$ cat src/rtl/dac_clk_pkg.sv
package dac_clk_pkg;

  localparam int VID_ENTRIES_D  = 16;
  localparam int MEM_ENTRIES_D  = 8;
  localparam int UNLOCK_READS_D = 4;

  typedef enum logic [1:0] {
    REG_CTRL   = 2'd0,
    REG_RDADDR = 2'd1,
    REG_WRADDR = 2'd2,
    REG_DATA   = 2'd3
  } reg_off_e;

  typedef struct packed {
    logic [7:0] n;
    logic [4:0] m;
    logic [1:0] k;
  } pll_param_t;

endpackage

$ cat src/rtl/dac_unlock_counter.sv
module dac_unlock_counter #(
  parameter int READS = 4
) (
  input  logic clk,
  input  logic rst,
  input  logic acc,
  input  logic wa_read,
  output logic armed
);
  localparam int CW = $clog2(READS + 1);
  localparam logic [CW-1:0] FULL = CW'(READS);

  logic [CW-1:0] cnt_q;

  always_ff @(posedge clk) begin
    if (rst) begin
      cnt_q <= '0;
    end else if (acc) begin
      if (wa_read && cnt_q != FULL) cnt_q <= cnt_q + 1'b1;
      else                          cnt_q <= '0;
    end
  end

  assign armed = (cnt_q == FULL);
endmodule

$ cat src/rtl/dac_active_sel.sv
module dac_active_sel #(
  parameter int VW = 4,
  parameter int MW = 3
) (
  input  logic [7:0]    csel,
  input  logic [VW-1:0] ext_sel,
  output logic [VW-1:0] vidx,
  output logic [MW-1:0] midx
);
  logic hold;
  assign hold = csel[7];

  always_comb begin
    if (hold) begin
      vidx = csel[VW-1:0] | ext_sel;
      midx = csel[4 +: MW];
    end else begin
      vidx = ext_sel;
      midx = '0;
    end
  end
endmodule

$ cat src/rtl/dac_param_ram.sv
module dac_param_ram
  import dac_clk_pkg::*;
#(
  parameter int VID    = 16,
  parameter int MEM    = 8,
  parameter int ADDR_W = 8
) (
  input  logic                     clk,
  input  logic                     rst,
  input  logic                     we,
  input  logic [ADDR_W-1:0]        waddr,
  input  logic                     whi,
  input  logic [7:0]               wdata,
  input  logic [ADDR_W-1:0]        raddr,
  input  logic                     rhi,
  output logic [7:0]               rbyte,
  input  logic [$clog2(VID)-1:0]   vidx,
  input  logic [$clog2(MEM)-1:0]   midx,
  output pll_param_t               vid_o,
  output pll_param_t               mem_o
);
  localparam int DEPTH = VID + MEM;
  localparam int IW    = $clog2(DEPTH);
  localparam logic [ADDR_W-1:0] DEPTH_A = ADDR_W'(DEPTH);

  logic [7:0] lo_q [DEPTH];
  logic [7:0] hi_q [DEPTH];

  logic          w_ok, r_ok;
  logic [IW-1:0] w_ix, r_ix, v_ix, m_ix;

  assign w_ok = (waddr < DEPTH_A);
  assign r_ok = (raddr < DEPTH_A);
  assign w_ix = waddr[IW-1:0];
  assign r_ix = raddr[IW-1:0];
  assign v_ix = IW'(vidx);
  assign m_ix = IW'(VID) + IW'(midx);

  always_ff @(posedge clk) begin
    if (rst) begin
      for (int i = 0; i < DEPTH; i++) begin
        lo_q[i] <= 8'h00;
        hi_q[i] <= 8'h00;
      end
    end else if (we && w_ok) begin
      if (whi) hi_q[w_ix] <= wdata;
      else     lo_q[w_ix] <= wdata;
    end
  end

  always_comb begin
    if (!r_ok)    rbyte = 8'h00;
    else if (rhi) rbyte = hi_q[r_ix];
    else          rbyte = lo_q[r_ix];
  end

  always_ff @(posedge clk) begin
    if (rst) begin
      vid_o <= '0;
      mem_o <= '0;
    end else begin
      vid_o.n <= lo_q[v_ix];
      vid_o.m <= hi_q[v_ix][4:0];
      vid_o.k <= hi_q[v_ix][7:6];
      mem_o.n <= lo_q[m_ix];
      mem_o.m <= hi_q[m_ix][4:0];
      mem_o.k <= hi_q[m_ix][7:6];
    end
  end
endmodule

$ cat src/rtl/dac_clkram_port.sv
module dac_clkram_port
  import dac_clk_pkg::*;
#(
  parameter int VID_ENTRIES  = VID_ENTRIES_D,
  parameter int MEM_ENTRIES  = MEM_ENTRIES_D,
  parameter int UNLOCK_READS = UNLOCK_READS_D,
  localparam int VW = $clog2(VID_ENTRIES),
  localparam int MW = $clog2(MEM_ENTRIES)
) (
  input  logic          clk,
  input  logic          rst,
  input  logic          bank_hi,
  input  logic [1:0]    reg_sel,
  input  logic          wr_en,
  input  logic          rd_en,
  input  logic [7:0]    wdata,
  output logic [7:0]    rdata,
  input  logic [VW-1:0] freq_sel,
  output logic [7:0]    vid_n,
  output logic [4:0]    vid_m,
  output logic [1:0]    vid_k,
  output logic [7:0]    mem_n,
  output logic [4:0]    mem_m,
  output logic [1:0]    mem_k
);
  logic acc, is_rd, ck, hit_wa, hit_ra, hit_data, hit_ctrl;
  logic armed, hidden, wa_read;

  logic [7:0] wa_q, ra_q, csel_q, ctrl_q, pmask_q, prd_q, pwr_q, rdata_q;
  logic       tog_q;
  logic [7:0] ram_byte, rd_mux;

  logic [VW-1:0] vidx;
  logic [MW-1:0] midx;
  pll_param_t    vid_p, mem_p;

  assign acc      = wr_en | rd_en;
  assign is_rd    = rd_en & ~wr_en;
  assign ck       = acc & bank_hi;
  assign hit_wa   = ck & (reg_sel == REG_WRADDR);
  assign hit_ra   = ck & (reg_sel == REG_RDADDR);
  assign hit_data = ck & (reg_sel == REG_DATA);
  assign hit_ctrl = ck & (reg_sel == REG_CTRL);
  assign hidden   = hit_wa & armed;
  assign wa_read  = hit_wa & is_rd;

  dac_unlock_counter #(.READS(UNLOCK_READS)) u_unlock (
    .clk(clk), .rst(rst), .acc(acc), .wa_read(wa_read), .armed(armed)
  );

  dac_active_sel #(.VW(VW), .MW(MW)) u_sel (
    .csel(csel_q), .ext_sel(freq_sel), .vidx(vidx), .midx(midx)
  );

  dac_param_ram #(.VID(VID_ENTRIES), .MEM(MEM_ENTRIES), .ADDR_W(8)) u_ram (
    .clk(clk), .rst(rst),
    .we(hit_data & wr_en), .waddr(wa_q), .whi(tog_q), .wdata(wdata),
    .raddr(ra_q), .rhi(tog_q), .rbyte(ram_byte),
    .vidx(vidx), .midx(midx), .vid_o(vid_p), .mem_o(mem_p)
  );

  always_comb begin
    rd_mux = 8'h00;
    if (bank_hi) begin
      case (reg_sel)
        REG_CTRL:   rd_mux = ctrl_q;
        REG_RDADDR: rd_mux = ra_q;
        REG_WRADDR: rd_mux = hidden ? csel_q : wa_q;
        default:    rd_mux = ram_byte;
      endcase
    end else begin
      case (reg_sel)
        2'd0:    rd_mux = pmask_q;
        2'd1:    rd_mux = prd_q;
        2'd2:    rd_mux = pwr_q;
        default: rd_mux = 8'h00;
      endcase
    end
  end

  always_ff @(posedge clk) begin
    if (rst) begin
      wa_q    <= '0;
      ra_q    <= '0;
      tog_q   <= 1'b0;
      csel_q  <= '0;
      ctrl_q  <= '0;
      pmask_q <= '0;
      prd_q   <= '0;
      pwr_q   <= '0;
      rdata_q <= '0;
    end else begin
      if (hit_wa && wr_en && !hidden) begin
        wa_q  <= wdata;
        tog_q <= 1'b0;
      end else if (hit_ra && wr_en) begin
        ra_q  <= wdata;
        tog_q <= 1'b0;
      end else if (hit_data) begin
        tog_q <= ~tog_q;
        if (tog_q) begin
          if (wr_en) wa_q <= wa_q + 8'd1;
          else       ra_q <= ra_q + 8'd1;
        end
      end
      if (hidden && wr_en) csel_q <= wdata;
      if (hit_ctrl && wr_en) ctrl_q <= wdata;
      if (acc && !bank_hi && wr_en) begin
        case (reg_sel)
          2'd0:    pmask_q <= wdata;
          2'd1:    prd_q   <= wdata;
          2'd2:    pwr_q   <= wdata;
          default: ;
        endcase
      end
      if (is_rd) rdata_q <= rd_mux;
    end
  end

  assign rdata = rdata_q;
  assign vid_n = vid_p.n;
  assign vid_m = vid_p.m;
  assign vid_k = vid_p.k;
  assign mem_n = mem_p.n;
  assign mem_m = mem_p.m;
  assign mem_k = mem_p.k;
endmodule

$ cat config.mk
export PLATFORM = sky130hd
export DESIGN_NAME = dac_clkram_port
export DESIGN_NICKNAME = d
export VERILOG_FILES = /design/src/rtl/dac_clk_pkg.sv /design/src/rtl/dac_unlock_counter.sv /design/src/rtl/dac_active_sel.sv /design/src/rtl/dac_param_ram.sv /design/src/rtl/dac_clkram_port.sv
export SDC_FILE = /design/constraint.sdc
export NUM_CORES = 1
export LEC_CHECK = 0
export BUFFER_PORTS_ARGS = -buffer_cell sky130_fd_sc_hd__buf_2
export CELL_PAD_IN_SITES_DETAIL_PLACEMENT = 0
export CELL_PAD_IN_SITES_GLOBAL_PLACEMENT = 1
export CORE_MARGIN = 2
export CORE_UTILIZATION = 30
export CTS_CLUSTER_DIAMETER = 50
export CTS_CLUSTER_SIZE = 25
export DETAILED_ROUTE_END_ITERATION = 8
export GPL_TIMING_DRIVEN = 0
export PLACE_DENSITY = 0.56
export SETUP_SLACK_MARGIN = 0.15
export SLEW_MARGIN = 10
export SYNTH_ARGS = -nofsm -noshare
export SYNTH_HDL_FRONTEND = slang
export SYNTH_HIERARCHICAL = 1
export SYNTH_SLANG_ARGS = --single-unit
export TNS_END_PERCENT = 30
$ cat constraint.sdc
create_clock -name clk -period 4.8 [get_ports clk]
set_input_delay 0 -clock clk [delete_from_list [all_inputs] [get_ports clk]]
set_output_delay 0 -clock clk [all_outputs]
set_load 0.05 [all_outputs]
==> impl_metrics.py <==
metrics = {
    "outcome": {
        "status": "finished, final reports clean",
    },
    "grt": {
        "grt_start_max_net_pins": 16,
        "grt_pass1_wl_um": 129000,
        "grt_util_all_layers": 0.213,
        "overflow": 0,
        "antenna_found_initial": 9,
        "grt_pass1_vias": 17100,
    },
    "power_and_ir_drop": {
        "clkPwrFrac": 0.489,
        "leakagePower_nw": 10.3,
        "p_sw_frac": 0.253,
        "seq_power_share": 0.432,
        "peakVddDrop_v": 0.000237,
        "finalPower_mw": 10.9,
        "powerDensity_nw_per_um2": 375,
        "p_switching_mw": 2.77,
        "power_frac_comb": 0.079,
        "intPower_mw": 8.15,
    },
    "worst_hold_path": {
        "holdPathEnd": "wa_q[4]",
        "hold_depth": 4,
        "worst_hold_startpoint": "reg_sel[1]",
        "min_path_type": "input pin to register",
    },
    "drt": {
        "vias": 16800,
        "wl_um": 90200,
        "drt_first_pass_iters": 6,
        "post-route-drc-count": 0,
        "drt_iter0_drc": 1745,
        "antenna_left": 0,
        "avgRoutedWirePerCell_um": 28.9,
        "viasPerCell": 5.39,
    },
    "synth": {
        "synth_fa_ha_area_frac": 0.00201,
        "synthMuxAreaShare": 0.204,
        "synth_seq_cells": 482,
        "synth.area.top_cells": "edfxtp_1 46%, mux4_2 17%, and2_1 9.7%, dfxtp_1 7.9%, mux2i_1 2.9%",
        "async_flop_share": 0,
        "synth_cell_types": 78,
        "syn-num-nets": 1874,
        "synthCells": 1851,
        "ys.flop_type": "edfxtp_1",
        "synth_compound_area_frac": 0.0459,
        "yosysTopAreaCell": "edfxtp_1",
        "synth_top_cell_area_share": 0.463,
        "syn_area_per_cell_um2": 13.5,
        "synth_top_family_by_area": "multiplexers",
        "syn_area_um2": 24900,
        "synth_edf_count": 384,
        "synthSimpleGateAreaFrac": 0.178,
        "ys_seq_area_frac": 0.542,
        "yosysWarnings": 6,
        "synth_xor_area_frac": 0.000703,
    },
    "floorplanning": {
        "dieWidth_um": 292,
        "initial_core_util": 0.303,
        "die_y_um": 292,
        "design.core.area_um2": 82100,
        "ios": 57,
        "rows": 105,
        "dieArea_um2": 85400,
    },
    "placement": {
        "dp_slack_ps": 586,
        "finalWeightedCongestion": 0.889,
        "dpl.cell_count": 2973,
        "dp_hpwl_um": 65500,
        "portBuffers": 52,
        "placedInstanceArea_um2": 26500,
    },
    "run": {
        "maxCapViolCount": 0,
    },
    "clocking": {
        "clkTransAtPathRegs_ps": 60,
        "cts.sinks": 482,
        "htreeDepth": 3,
        "tritoncts": "done",
        "post_cts_buffers": 0,
        "cts-root-buf": "clkbuf_16",
        "clk_path_buf_depth": 3,
        "clock_latency_ps": 620,
        "cts_buffers": 72,
    },
    "timing": {
        "hold_violations": 0,
        "slew_headroom": 0.246,
        "rsz0062_at_grt": "false",
        "fin_crit_ps": 4240,
        "period_share": 0.884,
        "fin_ws_ps": 558,
        "setup_tns_ps": 0,
        "setup_viol": 0,
        "clock_skew_ps": 24.8,
        "fmax_mhz": 236,
        "drv_slew": 0,
        "tightest_slew_ps": 1130,
        "holdWs_ps": 78.3,
    },
    "critical_path": {
        "required_ps": 5320,
        "start_kind": "register",
        "cp-end-kind": "register",
        "critPathKind": "register to register",
        "timing.rr.start": "ra_q[1]",
        "worstPathArrival_ps": 4770,
        "path_max_fanout": 10,
        "worstReg2RegEnd": "rdata[7]",
        "startpoint": "ra_q[1]",
        "r2r_slack_ps": 560,
        "reg2regPathDepth": 13,
    },
    "finish": {
        "layout_common_cells": "387 x and2_1, 384 x edfxtp_1, 186 x mux4_2",
        "fin_area_um2": 29100,
        "stdcell_count": 3122,
        "layout-drive-gt1-share": 0.243,
        "fin_nets": 2015,
        "fin_util": 0.354,
        "final_common_cell": "and2_1",
        "syn_to_final_growth_pct": 16.8,
    },
}
## logic make-up (layout without fill, tap and decap cells)
| logic type | after synthesis | after routing |
|---|---|---|
| multiplexers | 274 | 274 |
| AND/OR/NAND/NOR | 772 | 772 |
| buffers and inverters | 148 | 347 |
| AO/OA/AOI/OAI | 169 | 169 |
| XOR/XNOR | 2 | 2 |
| flip-flops | 482 | 482 |
| other | 0 | 2 |
| adder cells (fa/ha/maj) | 4 | 4 |
## critical path: stages (launching register included)
cell,delay (ps)
dfxtp_1,430
buf_2,470
buf_4,350
buf_4,350
buf_2,470
buf_2,340
o21ai_0,120
o21ai_0,100
o211ai_1,120
o21ai_0,780
nand3_1,150
o211ai_1,150
o211ai_1,150
o211ai_1,130
## synth_stat cells (11+ instances only)
| cell | n |
|---|---|
| and2_1 | 387 |
| edfxtp_1 | 384 |
| mux4_2 | 186 |
| nor2_1 | 118 |
| dfxtp_1 | 98 |
| clkbuf_1 | 86 |
| mux2i_1 | 72 |
| nand2_1 | 64 |
| or2_2 | 45 |
| buf_2 | 33 |
| a21oi_1 | 32 |
| nor2b_1 | 29 |
| o211ai_1 | 26 |
| o22ai_1 | 25 |
| nand3_1 | 23 |
| o21ai_0 | 22 |
| buf_4 | 16 |
| mux2_2 | 16 |
| nor3_1 | 15 |
| a211oi_1 | 11 |
| a21o_1 | 11 |
## power by group through the flow
stage / Clock [mW] / Sequential, mW / Combinational [mW]
floorplan: 0 / 4.82 / 0.461
global placement: 0 / 4.80 / 0.854
detailed placement: 0 / 4.80 / 0.856
CTS: 5.44 / 4.71 / 0.867
global route: 5.62 / 4.73 / 0.901
finish: 5.33 / 4.72 / 0.864
## how the worst max path moves through the flow
stage	end	slack (ps)	cells after the start
2_1_floorplan	rdata[2]	2330	13
3_3_place_gp	rdata[5]	600	11
4_1_cts	rdata[5]	590	11
5_1_grt	rdata[7]	520	13
6_report	rdata[7]	560	13
3_5_place_dp	rdata[5]	590	11
## sequential cells by signal (all words and copies together) (netlist names)
register,count
csel_q,8
wa_q,8
pwr_q,8
rdata,8
prd_q,8
u_ram/vid_o,15
u_ram/hi_q,192
pmask_q,8
u_ram/mem_o,15
ctrl_q,8
u_ram/lo_q,192
tog_q,1
u_unlock/cnt_q,3
ra_q,8
## timing repair
| item | 4_1_cts | 5_1_grt |
|---|---|---|
| resized for setup | 0 | 0 |
| hold buffers | 15 | 0 |
| hold endpoints to repair | 62 | 0 |
## layout make-up
cell class | count | area [um^2]
Clock buffer | 85 | 1970
Buffer | 142 | 649
Clock inverter | 47 | 464
Fill cell | 7946 | 53000
Tap cell | 1070 | 1340
Inverter | 6 | 22.5
Multi-Input combinational cell | 1221 | 10700
Sequential cell | 482 | 13500
Timing Repair Buffer | 67 | 410
Antenna cell | 2 | 5.00
## routing by layer
metal  GRT usage  part of all wire  vias to the layer above
met2       0.337              0.46                      663
li1            -                 -                     7284
met3      0.0353             0.071                      108
met1       0.297              0.44                     8780
met4      0.0685             0.028                        2
met5           0           0.00014                        -
No activity file was read; power rests on OpenSTA's default activity.
